**src/rtl/ctl_cmd_pkg.sv**
```systemverilog
package ctl_cmd_pkg;

  localparam int CMD_W = 16;
  localparam int OP_W  = 5;
  localparam int ARG_W = CMD_W - OP_W;
  localparam int WIN_W = 3;
  localparam int FLT_W = 4;

  // event positions 7..1 that the datapath may set (bit 6 is internal)
  localparam logic [7:1] EXT_EVT_MASK = 7'b1011111;

  typedef enum logic [OP_W-1:0] {
    OP_GRESET = 5'd0,
    OP_WINSEL = 5'd1,
    OP_RXDIS  = 5'd3,
    OP_RXEN   = 5'd4,
    OP_RXRST  = 5'd5,
    OP_TXEN   = 5'd9,
    OP_TXDIS  = 5'd10,
    OP_TXRST  = 5'd11,
    OP_REQIRQ = 5'd12,
    OP_ACK    = 5'd13,
    OP_MASK   = 5'd14,
    OP_FILT   = 5'd16
  } op_e;

  typedef struct packed {
    logic greset;
    logic winsel;
    logic rx_dis;
    logic rx_en;
    logic rx_rst;
    logic tx_en;
    logic tx_dis;
    logic tx_rst;
    logic req_irq;
    logic ack;
    logic set_mask;
    logic set_filt;
  } act_t;

  function automatic logic [OP_W-1:0] cmd_op(input logic [CMD_W-1:0] w);
    return w[CMD_W-1:ARG_W];
  endfunction

  function automatic logic [ARG_W-1:0] cmd_arg(input logic [CMD_W-1:0] w);
    return w[ARG_W-1:0];
  endfunction

  // set has priority over clear
  function automatic logic [7:1] evt_next(input logic [7:1] cur,
                                           input logic [7:1] clr,
                                           input logic [7:1] set);
    return (cur & ~clr) | set;
  endfunction

  function automatic logic irq_of(input logic [7:1] ev, input logic [7:1] msk);
    return |(ev & msk);
  endfunction

endpackage

```
**src/rtl/ctl_cmd_decode.sv**
```systemverilog
module ctl_cmd_decode
  import ctl_cmd_pkg::*;
(
  input  logic             cmd_valid,
  input  logic [CMD_W-1:0] cmd_word,
  input  logic             busy,
  output act_t             act,
  output logic [ARG_W-1:0] arg
);

  logic            take;
  logic [OP_W-1:0] op;

  assign take = cmd_valid && !busy;
  assign op   = cmd_op(cmd_word);
  assign arg  = cmd_arg(cmd_word);

  always_comb begin
    act = '0;
    if (take) begin
      case (op)
        OP_GRESET: act.greset   = 1'b1;
        OP_WINSEL: act.winsel   = 1'b1;
        OP_RXDIS:  act.rx_dis   = 1'b1;
        OP_RXEN:   act.rx_en    = 1'b1;
        OP_RXRST:  act.rx_rst   = 1'b1;
        OP_TXEN:   act.tx_en    = 1'b1;
        OP_TXDIS:  act.tx_dis   = 1'b1;
        OP_TXRST:  act.tx_rst   = 1'b1;
        OP_REQIRQ: act.req_irq  = 1'b1;
        OP_ACK:    act.ack      = 1'b1;
        OP_MASK:   act.set_mask = 1'b1;
        OP_FILT:   act.set_filt = 1'b1;
        default:   act          = '0;
      endcase
    end
  end

endmodule

```
**src/rtl/ctl_reset_timer.sv**
```systemverilog
module ctl_reset_timer #(
  parameter int CYCLES = 8
) (
  input  logic clk,
  input  logic rst_n,
  input  logic start,
  output logic busy
);

  localparam int CW = $clog2(CYCLES + 1);

  logic [CW-1:0] cnt;

  always_ff @(posedge clk or negedge rst_n) begin
    if (!rst_n)          cnt <= '0;
    else if (start)      cnt <= CW'(CYCLES);
    else if (cnt != '0)  cnt <= cnt - 1'b1;
  end

  assign busy = (cnt != '0);

  // checker: length of each busy run
  int run_len;
  always_ff @(posedge clk or negedge rst_n) begin
    if (!rst_n)    run_len <= 0;
    else if (busy) run_len <= run_len + 1;
    else           run_len <= 0;
  end

  a_r10_busy_starts: assert property (@(posedge clk) disable iff (!rst_n)
    start |=> busy);

  a_r10_busy_len: assert property (@(posedge clk) disable iff (!rst_n)
    $fell(busy) |-> (run_len == CYCLES));

  a_r10_no_restart: assert property (@(posedge clk) disable iff (!rst_n)
    busy |-> !start);

endmodule

```
**src/rtl/ctl_evt_latch.sv**
```systemverilog
module ctl_evt_latch
  import ctl_cmd_pkg::*;
(
  input  logic       clk,
  input  logic       rst_n,
  input  logic       clr_all,
  input  logic [7:1] set,
  input  logic       ack_en,
  input  logic [7:1] ack_mask,
  input  logic       mask_load,
  input  logic [7:1] mask_val,
  output logic [7:1] ev,
  output logic       irq_o
);

  logic [7:1] msk;
  logic [7:1] clr_eff;

  assign clr_eff = ack_en ? ack_mask : '0;

  always_ff @(posedge clk or negedge rst_n) begin
    if (!rst_n)       ev <= '0;
    else if (clr_all) ev <= '0;
    else              ev <= evt_next(ev, clr_eff, set);
  end

  always_ff @(posedge clk or negedge rst_n) begin
    if (!rst_n)         msk <= '0;
    else if (clr_all)   msk <= '0;
    else if (mask_load) msk <= mask_val;
  end

  assign irq_o = irq_of(ev, msk);

  a_r7_ack_clears: assert property (@(posedge clk) disable iff (!rst_n)
    (ack_en && !clr_all) |=> ((ev & $past(ack_mask & ~set)) == 7'd0));

  a_r5_set_lands: assert property (@(posedge clk) disable iff (!rst_n)
    ((|set) && !clr_all) |=> ((ev & $past(set)) == $past(set)));

  a_r8_irq_fall_cause: assert property (@(posedge clk) disable iff (!rst_n)
    $fell(irq_o) |-> $past(ack_en || clr_all || mask_load));

endmodule

```
**src/rtl/ctl_dir_ctrl.sv**
```systemverilog
module ctl_dir_ctrl (
  input  logic clk,
  input  logic rst_n,
  input  logic clr,
  input  logic en_cmd,
  input  logic dis_cmd,
  input  logic rst_cmd,
  output logic en_o,
  output logic rst_o
);

  always_ff @(posedge clk or negedge rst_n) begin
    if (!rst_n)                          en_o <= 1'b0;
    else if (clr || rst_cmd || dis_cmd)  en_o <= 1'b0;
    else if (en_cmd)                     en_o <= 1'b1;
  end

  always_ff @(posedge clk or negedge rst_n) begin
    if (!rst_n) rst_o <= 1'b0;
    else        rst_o <= rst_cmd;
  end

  // R3 (receive) and R4 (transmit): a reset strobe leaves the side disabled
  a_r3_rst_disables: assert property (@(posedge clk) disable iff (!rst_n)
    rst_o |-> !en_o);

  a_r4_pulse_single: assert property (@(posedge clk) disable iff (!rst_n)
    (rst_o && !$past(rst_cmd)) |-> 1'b0);

endmodule

```
**src/rtl/ctl_cmd_status.sv**
```systemverilog
module ctl_cmd_status
  import ctl_cmd_pkg::*;
#(
  parameter int RST_CYCLES = 8
) (
  input  logic             clk,
  input  logic             rst_n,
  input  logic             cmd_valid,
  input  logic [CMD_W-1:0] cmd_word,
  input  logic [7:0]       evt_in,
  output logic [CMD_W-1:0] status_word,
  output logic             irq,
  output logic             rx_en,
  output logic             tx_en,
  output logic             rx_rst,
  output logic             tx_rst,
  output logic [FLT_W-1:0] rx_filter
);

  localparam int NDIR = 2;

  act_t             act;
  logic [ARG_W-1:0] arg;
  logic             busy;
  logic [7:1]       evt_set;
  logic [7:1]       ev;
  logic             irq_lat;
  logic [WIN_W-1:0] win_q;
  logic [FLT_W-1:0] filt_q;

  logic unused_bits;
  assign unused_bits = ^{arg[ARG_W-1:8], evt_in[0]};

  ctl_cmd_decode u_dec (
    .cmd_valid (cmd_valid),
    .cmd_word  (cmd_word),
    .busy      (busy),
    .act       (act),
    .arg       (arg)
  );

  ctl_reset_timer #(.CYCLES(RST_CYCLES)) u_tmr (
    .clk   (clk),
    .rst_n (rst_n),
    .start (act.greset),
    .busy  (busy)
  );

  assign evt_set = busy ? 7'd0
                 : ((evt_in[7:1] & EXT_EVT_MASK) | {1'b0, act.req_irq, 5'd0});

  ctl_evt_latch u_evt (
    .clk       (clk),
    .rst_n     (rst_n),
    .clr_all   (act.greset),
    .set       (evt_set),
    .ack_en    (act.ack),
    .ack_mask  (arg[7:1]),
    .mask_load (act.set_mask),
    .mask_val  (arg[7:1]),
    .ev        (ev),
    .irq_o     (irq_lat)
  );

  // receive side at index 0, transmit side at index 1
  logic [NDIR-1:0] d_en, d_dis, d_rst, d_en_o, d_rst_o;
  assign d_en  = {act.tx_en,  act.rx_en};
  assign d_dis = {act.tx_dis, act.rx_dis};
  assign d_rst = {act.tx_rst, act.rx_rst};

  for (genvar gi = 0; gi < NDIR; gi++) begin : g_dir
    ctl_dir_ctrl u_dir (
      .clk     (clk),
      .rst_n   (rst_n),
      .clr     (act.greset),
      .en_cmd  (d_en[gi]),
      .dis_cmd (d_dis[gi]),
      .rst_cmd (d_rst[gi]),
      .en_o    (d_en_o[gi]),
      .rst_o   (d_rst_o[gi])
    );
  end

  assign rx_en  = d_en_o[0];
  assign tx_en  = d_en_o[1];
  assign rx_rst = d_rst_o[0];
  assign tx_rst = d_rst_o[1];

  always_ff @(posedge clk or negedge rst_n) begin
    if (!rst_n)          win_q <= '0;
    else if (act.greset) win_q <= '0;
    else if (act.winsel) win_q <= arg[WIN_W-1:0];
  end

  always_ff @(posedge clk or negedge rst_n) begin
    if (!rst_n)            filt_q <= '0;
    else if (act.greset)   filt_q <= '0;
    else if (act.set_filt) filt_q <= arg[FLT_W-1:0];
  end

  assign status_word = {win_q, busy, 4'b0000, ev, irq_lat};
  assign irq         = irq_lat;
  assign rx_filter   = filt_q;

  a_r10_greset_clears: assert property (@(posedge clk) disable iff (!rst_n)
    act.greset |=> (status_word[15:13] == 3'd0 && rx_filter == 4'd0
                    && status_word[7:0] == 8'd0 && !rx_en && !tx_en));

  a_r6_req_sets: assert property (@(posedge clk) disable iff (!rst_n)
    act.req_irq |=> status_word[6]);

  a_r2_win_follows: assert property (@(posedge clk) disable iff (!rst_n)
    act.winsel |=> (status_word[15:13] == $past(arg[2:0])));

  a_r9_filt_follows: assert property (@(posedge clk) disable iff (!rst_n)
    act.set_filt |=> (rx_filter == $past(arg[3:0])));

endmodule

```
**config.mk**
```make
export PLATFORM = sky130hd
export DESIGN_NAME = ctl_cmd_status
export DESIGN_NICKNAME = d
export VERILOG_FILES = /design/src/rtl/ctl_cmd_pkg.sv /design/src/rtl/ctl_cmd_decode.sv /design/src/rtl/ctl_reset_timer.sv /design/src/rtl/ctl_evt_latch.sv /design/src/rtl/ctl_dir_ctrl.sv /design/src/rtl/ctl_cmd_status.sv
export SDC_FILE = /design/constraint.sdc
export NUM_CORES = 1
export LEC_CHECK = 0
export ABC_AREA = 1
export BUFFER_PORTS_ARGS = -buffer_cell sky130_fd_sc_hd__buf_2
export CAP_MARGIN = 25
export CORE_ASPECT_RATIO = 2
export CORE_MARGIN = 3
export CORE_UTILIZATION = 53
export CTS_CLUSTER_DIAMETER = 120
export DETAILED_ROUTE_END_ITERATION = 6
export MAX_ROUTING_LAYER = met4
export PLACE_DENSITY = 0.84
export SKIP_LAST_GASP = 1
export SYNTH_ARGS = -nofsm -noshare
export SYNTH_HDL_FRONTEND = slang
export SYNTH_SLANG_ARGS = --single-unit
```
**constraint.sdc**
```tcl
create_clock -name clk -period 4 [get_ports clk]
set_clock_uncertainty 0.05 [all_clocks]
set_input_delay 0.8 -clock clk [delete_from_list [all_inputs] [get_ports clk]]
set_output_delay 0.8 -clock clk [all_outputs]
set_load 0.02 [all_outputs]
```
# --- Yosys cells after proc, flatten, opt, wreduce, memory -nomap -nowiden ---
# Index checks and enable logic that the tools add are counted.
totals:
  regBits: 29
  latchBits: 0
  ramBits: 0
  romBits: 0
  word_cells: 69
  memories: 0
classes:
  n_addsub: 1
  mul: 0
  div_mod_pow: 0
  magnitude_cmp: 0
  n_eq_ne: 11
  n_shift: 0
  muxes: 28
  n_bitwise: 5
  n_reduce_logical: 15
op_table:
  columns: ["op", "n"]
  rows:
  - ["two-way mux 7 bit", 5]
  - ["equality test 5 x 4 -> 1 bit (second input constant)", 6]
  - ["two-way mux 1 bit", 16]
  - ["two-way mux 4 bit", 4]
  - ["AND 7 bit", 2]
  - ["two-way mux 12 bit", 1]
  - ["nonzero test 2 bit", 6]
  - ["equality test 5 x 3 -> 1 bit (second input constant)", 2]
  - ["inverter 7 bit", 1]
  - ["OR 7 x 6 -> 7 bit", 1]
  - ["OR 7 bit", 1]
  - ["OR reduction 7 bit", 1]
  - ["two-way mux 3 bit", 2]
  - ["equality test 5 x 1 -> 1 bit (second input constant)", 1]
  - ["equality test 5 x 2 -> 1 bit (second input constant)", 1]
  - ["equality test 5 bit (second input constant)", 1]
  - ["zero test 5 bit", 1]
  - ["logical OR 1 bit", 4]
  - ["nonzero test 4 bit", 1]
  - ["subtractor 4 x 1 -> 4 bit (second input constant)", 1]
  - ["logical AND 1 bit", 1]
  - ["zero test 1 bit", 1]

# --- Logic depth before layout (Yosys ltp) ---
logic_depth:
  depth_word: 9
  mapped_depth: 8

# --- Hierarchy ---
# Synthesis repeated with hierarchy kept, for this count alone.
hier_totals:
  cells_unflattened: 227
  hier_area_um2: 1647.8
by_module_without_submodules:
  columns: ["module", "n_inst", "cells_each", "area_per_inst_um2", "seq_area_each_um2"]
  rows:
  - ["ctl_evt_latch", 1, 81, 646.9, 350.3]
  - ["ctl_cmd_status", 1, 52, 377.9, 175.2]
  - ["ctl_cmd_decode", 1, 52, 264.0, 0.0]
  - ["ctl_reset_timer", 1, 28, 221.5, 100.1]
  - ["ctl_dir_ctrl", 2, 7, 68.8, 50.0]

# --- Worst setup path before layout ---
# Ideal clock, no wire load.
synth_timing:
  path_kind: "register -> output"
  start: "reg u_evt.ev[3] in the netlist's numbering"
  end: "out status_word[0]"
  t_arrival_ns: 1.167
  required_ns: 3.150
  path_slack_ns: 1.983
  stages_incl_launch_ff: 6
  n_path_buf: 1
  path_cell_list: "dfrtp_1 nand2_1 nand2_1 a221oi_1 nand2_1 buf_4"
synth_between:
  elab_chain_len: 2
synth_lines:
  columns: ["item", "line_no", "rtl"]
  rows:
  - ["from (decl)", "ctl_evt_latch.sv:12", "output logic [7:1] ev,"]
  - ["from (signal assigned)", "ctl_evt_latch.sv:24", "else ev <= evt_next(ev, clr_eff, set);"]
  - ["AND 7 bit", "ctl_cmd_pkg.sv:58", "return |(ev & msk);"]
  - ["OR reduction 7 bit", "ctl_cmd_pkg.sv:58", null]
  - ["to (decl)", "ctl_cmd_status.sv:11", "output logic [CMD_W-1:0] status_word,"]
# Every way passes these cells.

# --- Final worst setup path ---
layout_timing:
  start: "reg u_tmr.cnt[0]"
  end: "out status_word[12]"
layout_between:
  elab_chain_len: 1
layout_lines:
  columns: ["item", "line_no", "rtl"]
  rows:
  - ["from (decl)", "ctl_reset_timer.sv:12", "logic [CW-1:0] cnt;"]
  - ["from (signal assigned)", "ctl_reset_timer.sv:16", "else if (start) cnt <= CW'(CYCLES);"]
  - ["from (signal assigned)", "ctl_reset_timer.sv:17", "else if (cnt != '0) cnt <= cnt - 1'b1;"]
  - ["nonzero test 4 bit", "ctl_reset_timer.sv:20", "assign busy = (cnt != '0);"]
# Every way passes these cells.

==> flow_summary.json <==
{
  "outcome": "complete, no violations",
  "initial_core_util": 0.5565,
  "crit_chain": "inv_1 -> ha_1 -> nand3_2 -> buf_2",
  "cts-resized-gates": 0,
  "syn_inst": 180,
  "drtIter0Drc": 38,
  "place.gp.congestion": 0.8072,
  "setup.worst_path.end_class": "output pin",
  "p_int_w": 0.0006446,
  "vias": 1333,
  "fillers": 251,
  "n_antenna_cell": 0,
  "power_frac_seq": 0.397,
  "p_per_area_nw_per_um2": 607.5,
  "firstDrtPassIters": 4,
  "crit_slowest_cell": "dfrtp_1",
  "core-area_um2": 2770,
  "ys_ff_latch": 29,
  "combPwrFrac": 0.386,
  "critPathMaxStageDelay_ns": 0.40,
  "ir_worst_vdd_uv": 372.6,
  "path_max_fanout": 4,
  "gr-usage-all-layers": 0.2291,
  "syn_area_um2": 1541,
  "clockBufferDepth": 2,
  "cap_violations": 0,
  "finalCriticalPeriod_ns": 2.179,
  "reg2reg_depth": 7,
  "final.setup.tns_ns": 0,
  "top_level_ports": 52,
  "worst-slew-pin-transition_ns": 0.6360,
  "reg2reg_slack_ns": 1.87,
  "htreeDepth": 2,
  "sw_frac_of_total": 0.4086,
  "p_switching_w": 0.0004454,
  "cts_tree": "yes",
  "min_path_type": "reg -> reg",
  "layout.nets": 249,
  "max-slew-margin-rel": 0.5760,
  "min_path_cells": 1,
  "rows": 27,
  "p_leak_nw": 0.9374,
  "path_delay_family": "flip-flops",
  "viasPerCell": 5.311,
  "clk_latency_ns": 0.29,
  "numCtsBuffers": 5,
  "postRouteAntennaNets": 0,
  "worstHoldEndpoint": "u_tmr.cnt[0]$_DFFE_PN0P_",
  "cts_hold_repair.buffers": 0,
  "setup_viol": 0,
  "place_hpwl_um": 2535,
  "critPathKind": "reg -> out",
  "yosysWarnings": 0,
  "grt_pass1_wl_um": 5740,
  "reg2reg_to": "rx_filter[2]$_DFFE_PN0P_",
  "die_height_um": 82.27,
  "path_depth": 4,
  "whs_ns": 0.4481,
  "fp.dieArea_um2": 3631,
  "cts_sinks": 29,
  "wirelength_um": 3418,
  "holdCritStartpoint": "u_tmr.cnt[0]$_DFFE_PN0P_",
  "drive_gt1_frac": 0.3559,
  "gr-total-overflow": 0,
  "fmax_mhz": 458.8,
  "fin_util": 0.6477,
  "r2r-start": "u_tmr.cnt[0]$_DFFE_PN0P_",
  "grt_max_degree": 30,
  "post_cts_buffers": 0,
  "grt_pass1_vias": 1312,
  "yosysUniqueCellTypes": 27,
  "postSynthAreaPerCell_um2": 8.564,
  "rsz0062_at_grt": "no",
  "wl_per_cell_um": 13.62,
  "io_buffers": 42,
  "start_kind": "flip-flop",
  "clockRootBuffer": "clkbuf_8",
  "seq_area_frac_synth": 0.4708,
  "antenna_found_initial": 0,
  "final.period_utilization": 0.5449,
  "drc": 0,
  "slew_violations": 0,
  "clkTransAtPathRegs_ns": 0.06,
  "critPathArrivalTime_ns": 1.33,
  "die_width_um": 44.14,
  "p_clk_frac": 0.217,
  "worst_ep_required_time_ns": 3.15,
  "cp_num_buf_inv": 2,
  "hold_viol_final": 0,
  "syn_to_final_growth_pct": 16.40
}
registers in the layout, summed over array words and instances (netlist names):
register / flops
g_dir.u_dir.en_o: 2
g_dir.u_dir.rst_o: 2
rx_filter: 4
u_evt.ev: 7
u_evt.msk: 7
u_tmr.cnt: 4
win_q: 3
routing by layer:
| layer | global-route usage | share of wire |
|---|---|---|
| met1 | 0.2378 | 0.38 |
| met2 | 0.3670 | 0.54 |
| met3 | 0.06508 | 0.056 |
| met4 | 0.1541 | 0.029 |
| met5 | - | 0 |
worst max-delay path by stage:
stage                             startpoint                        to  slack, ns
global route        u_tmr.cnt[0]$_DFFE_PN0P_  rx_filter[2]$_DFFE_PN0P_       1.67
CTS                    u_evt.ev[3]$_DFF_PN0_            status_word[0]       1.80
global placement                   cmd_valid  rx_filter[2]$_DFFE_PN0P_       1.78
finish              u_tmr.cnt[0]$_DFFE_PN0P_           status_word[12]       1.82
detailed placement                 cmd_valid  u_evt.msk[2]$_DFFE_PN0P_       1.77
floorplan              u_evt.ev[3]$_DFF_PN0_            status_word[0]       1.98
logic make-up (layout without fill, tap and decap cells):
logic type	count (synthesis)	count (layout)	synth area share
simple gates	97	97	0.3101
flops	29	29	0.4708
compound gates	26	26	0.1112
buf+inv	25	64	0.09171
fa+ha+maj	1	1	0.008116
other cells	1	4	0.002433
xor+xnor	1	1	0.005683
synthesized netlist by cell type:
library cell   n  area [um2]
conb_1         1       3.750
xor2_1         1       8.760
clkinv_2       1       5.000
o21ai_0        2       10.01
a221oi_1       1       8.760
nand3_1       24       120.1
nand2_4        1       11.26
nand2_2        1       6.260
nand2_1       42       157.7
nor2_2         4       25.02
buf_8          1       15.01
nor3_1         1       5.000
dfrtp_1       29       725.7
o21ai_1        5       25.02
nand3_2        4       40.04
inv_2          5       18.77
buf_2          1       5.000
a21oi_1        8       40.04
nor2_1        13       48.80
inv_1          8       30.03
ha_1           1       12.51
nor3_2         1       10.01
nand4_1        3       18.77
nand4_2        1       12.51
buf_4          9       67.56
nor2_4         2       22.52
a21oi_2       10       87.58
final cells by class:
class,instances,area [um2],share of cell area
clock buffer,6,72.57,0.04045
tap,29,36.28,0.02022
sequential,29,725.7,0.4045
multi-input combinational,129,685.7,0.3821
clock inverter,2,10.01,0.005579
timing repair buffer,42,210.2,0.1172
inverter,14,53.80,0.02999
metrics by stage:
| stage | setup slack [ns] | instances | cell area, um2 | total power, W |
|---|---|---|---|---|
| after CTS | 1.803 | 251 | 1794 | 0.001100 |
| after detailed placement | 1.766 | 243 | 1712 | 0.0008624 |
| after floorplan | 1.983 | 183 | 1553 | 0.0007519 |
| final | 1.821 | 251 | 1794 | 0.001090 |
| after global routing | 1.671 | 251 | 1794 | 0.001168 |
| after global placement | 1.784 | 243 | 1712 | 0.0008504 |
power by group through the flow:
| stage | Sequential, W | Clock, W | Combinational (W) |
|---|---|---|---|
| 4_1_cts | 0.000432 | 0.000241 | 0.000427 |
| 3_5_place_dp | 0.000437 | 0 | 0.000425 |
| 3_3_place_gp | 0.000434 | 0 | 0.000416 |
| 6_report | 0.000432 | 0.000237 | 0.000421 |
| 5_1_grt | 0.000442 | 0.000252 | 0.000474 |
| 2_1_floorplan | 0.000496 | 0 | 0.000256 |
placed cells by master, fill, tap and decap left out, drive strengths merged, types with 6 or more instances in the layout:
cell	n
nand2	44
buf	42
dfrtp	29
nand3	28
nor2	19
a21oi	18
inv	13
o21ai	7
clkbuf	6
(Power assumes the default switching activity.)
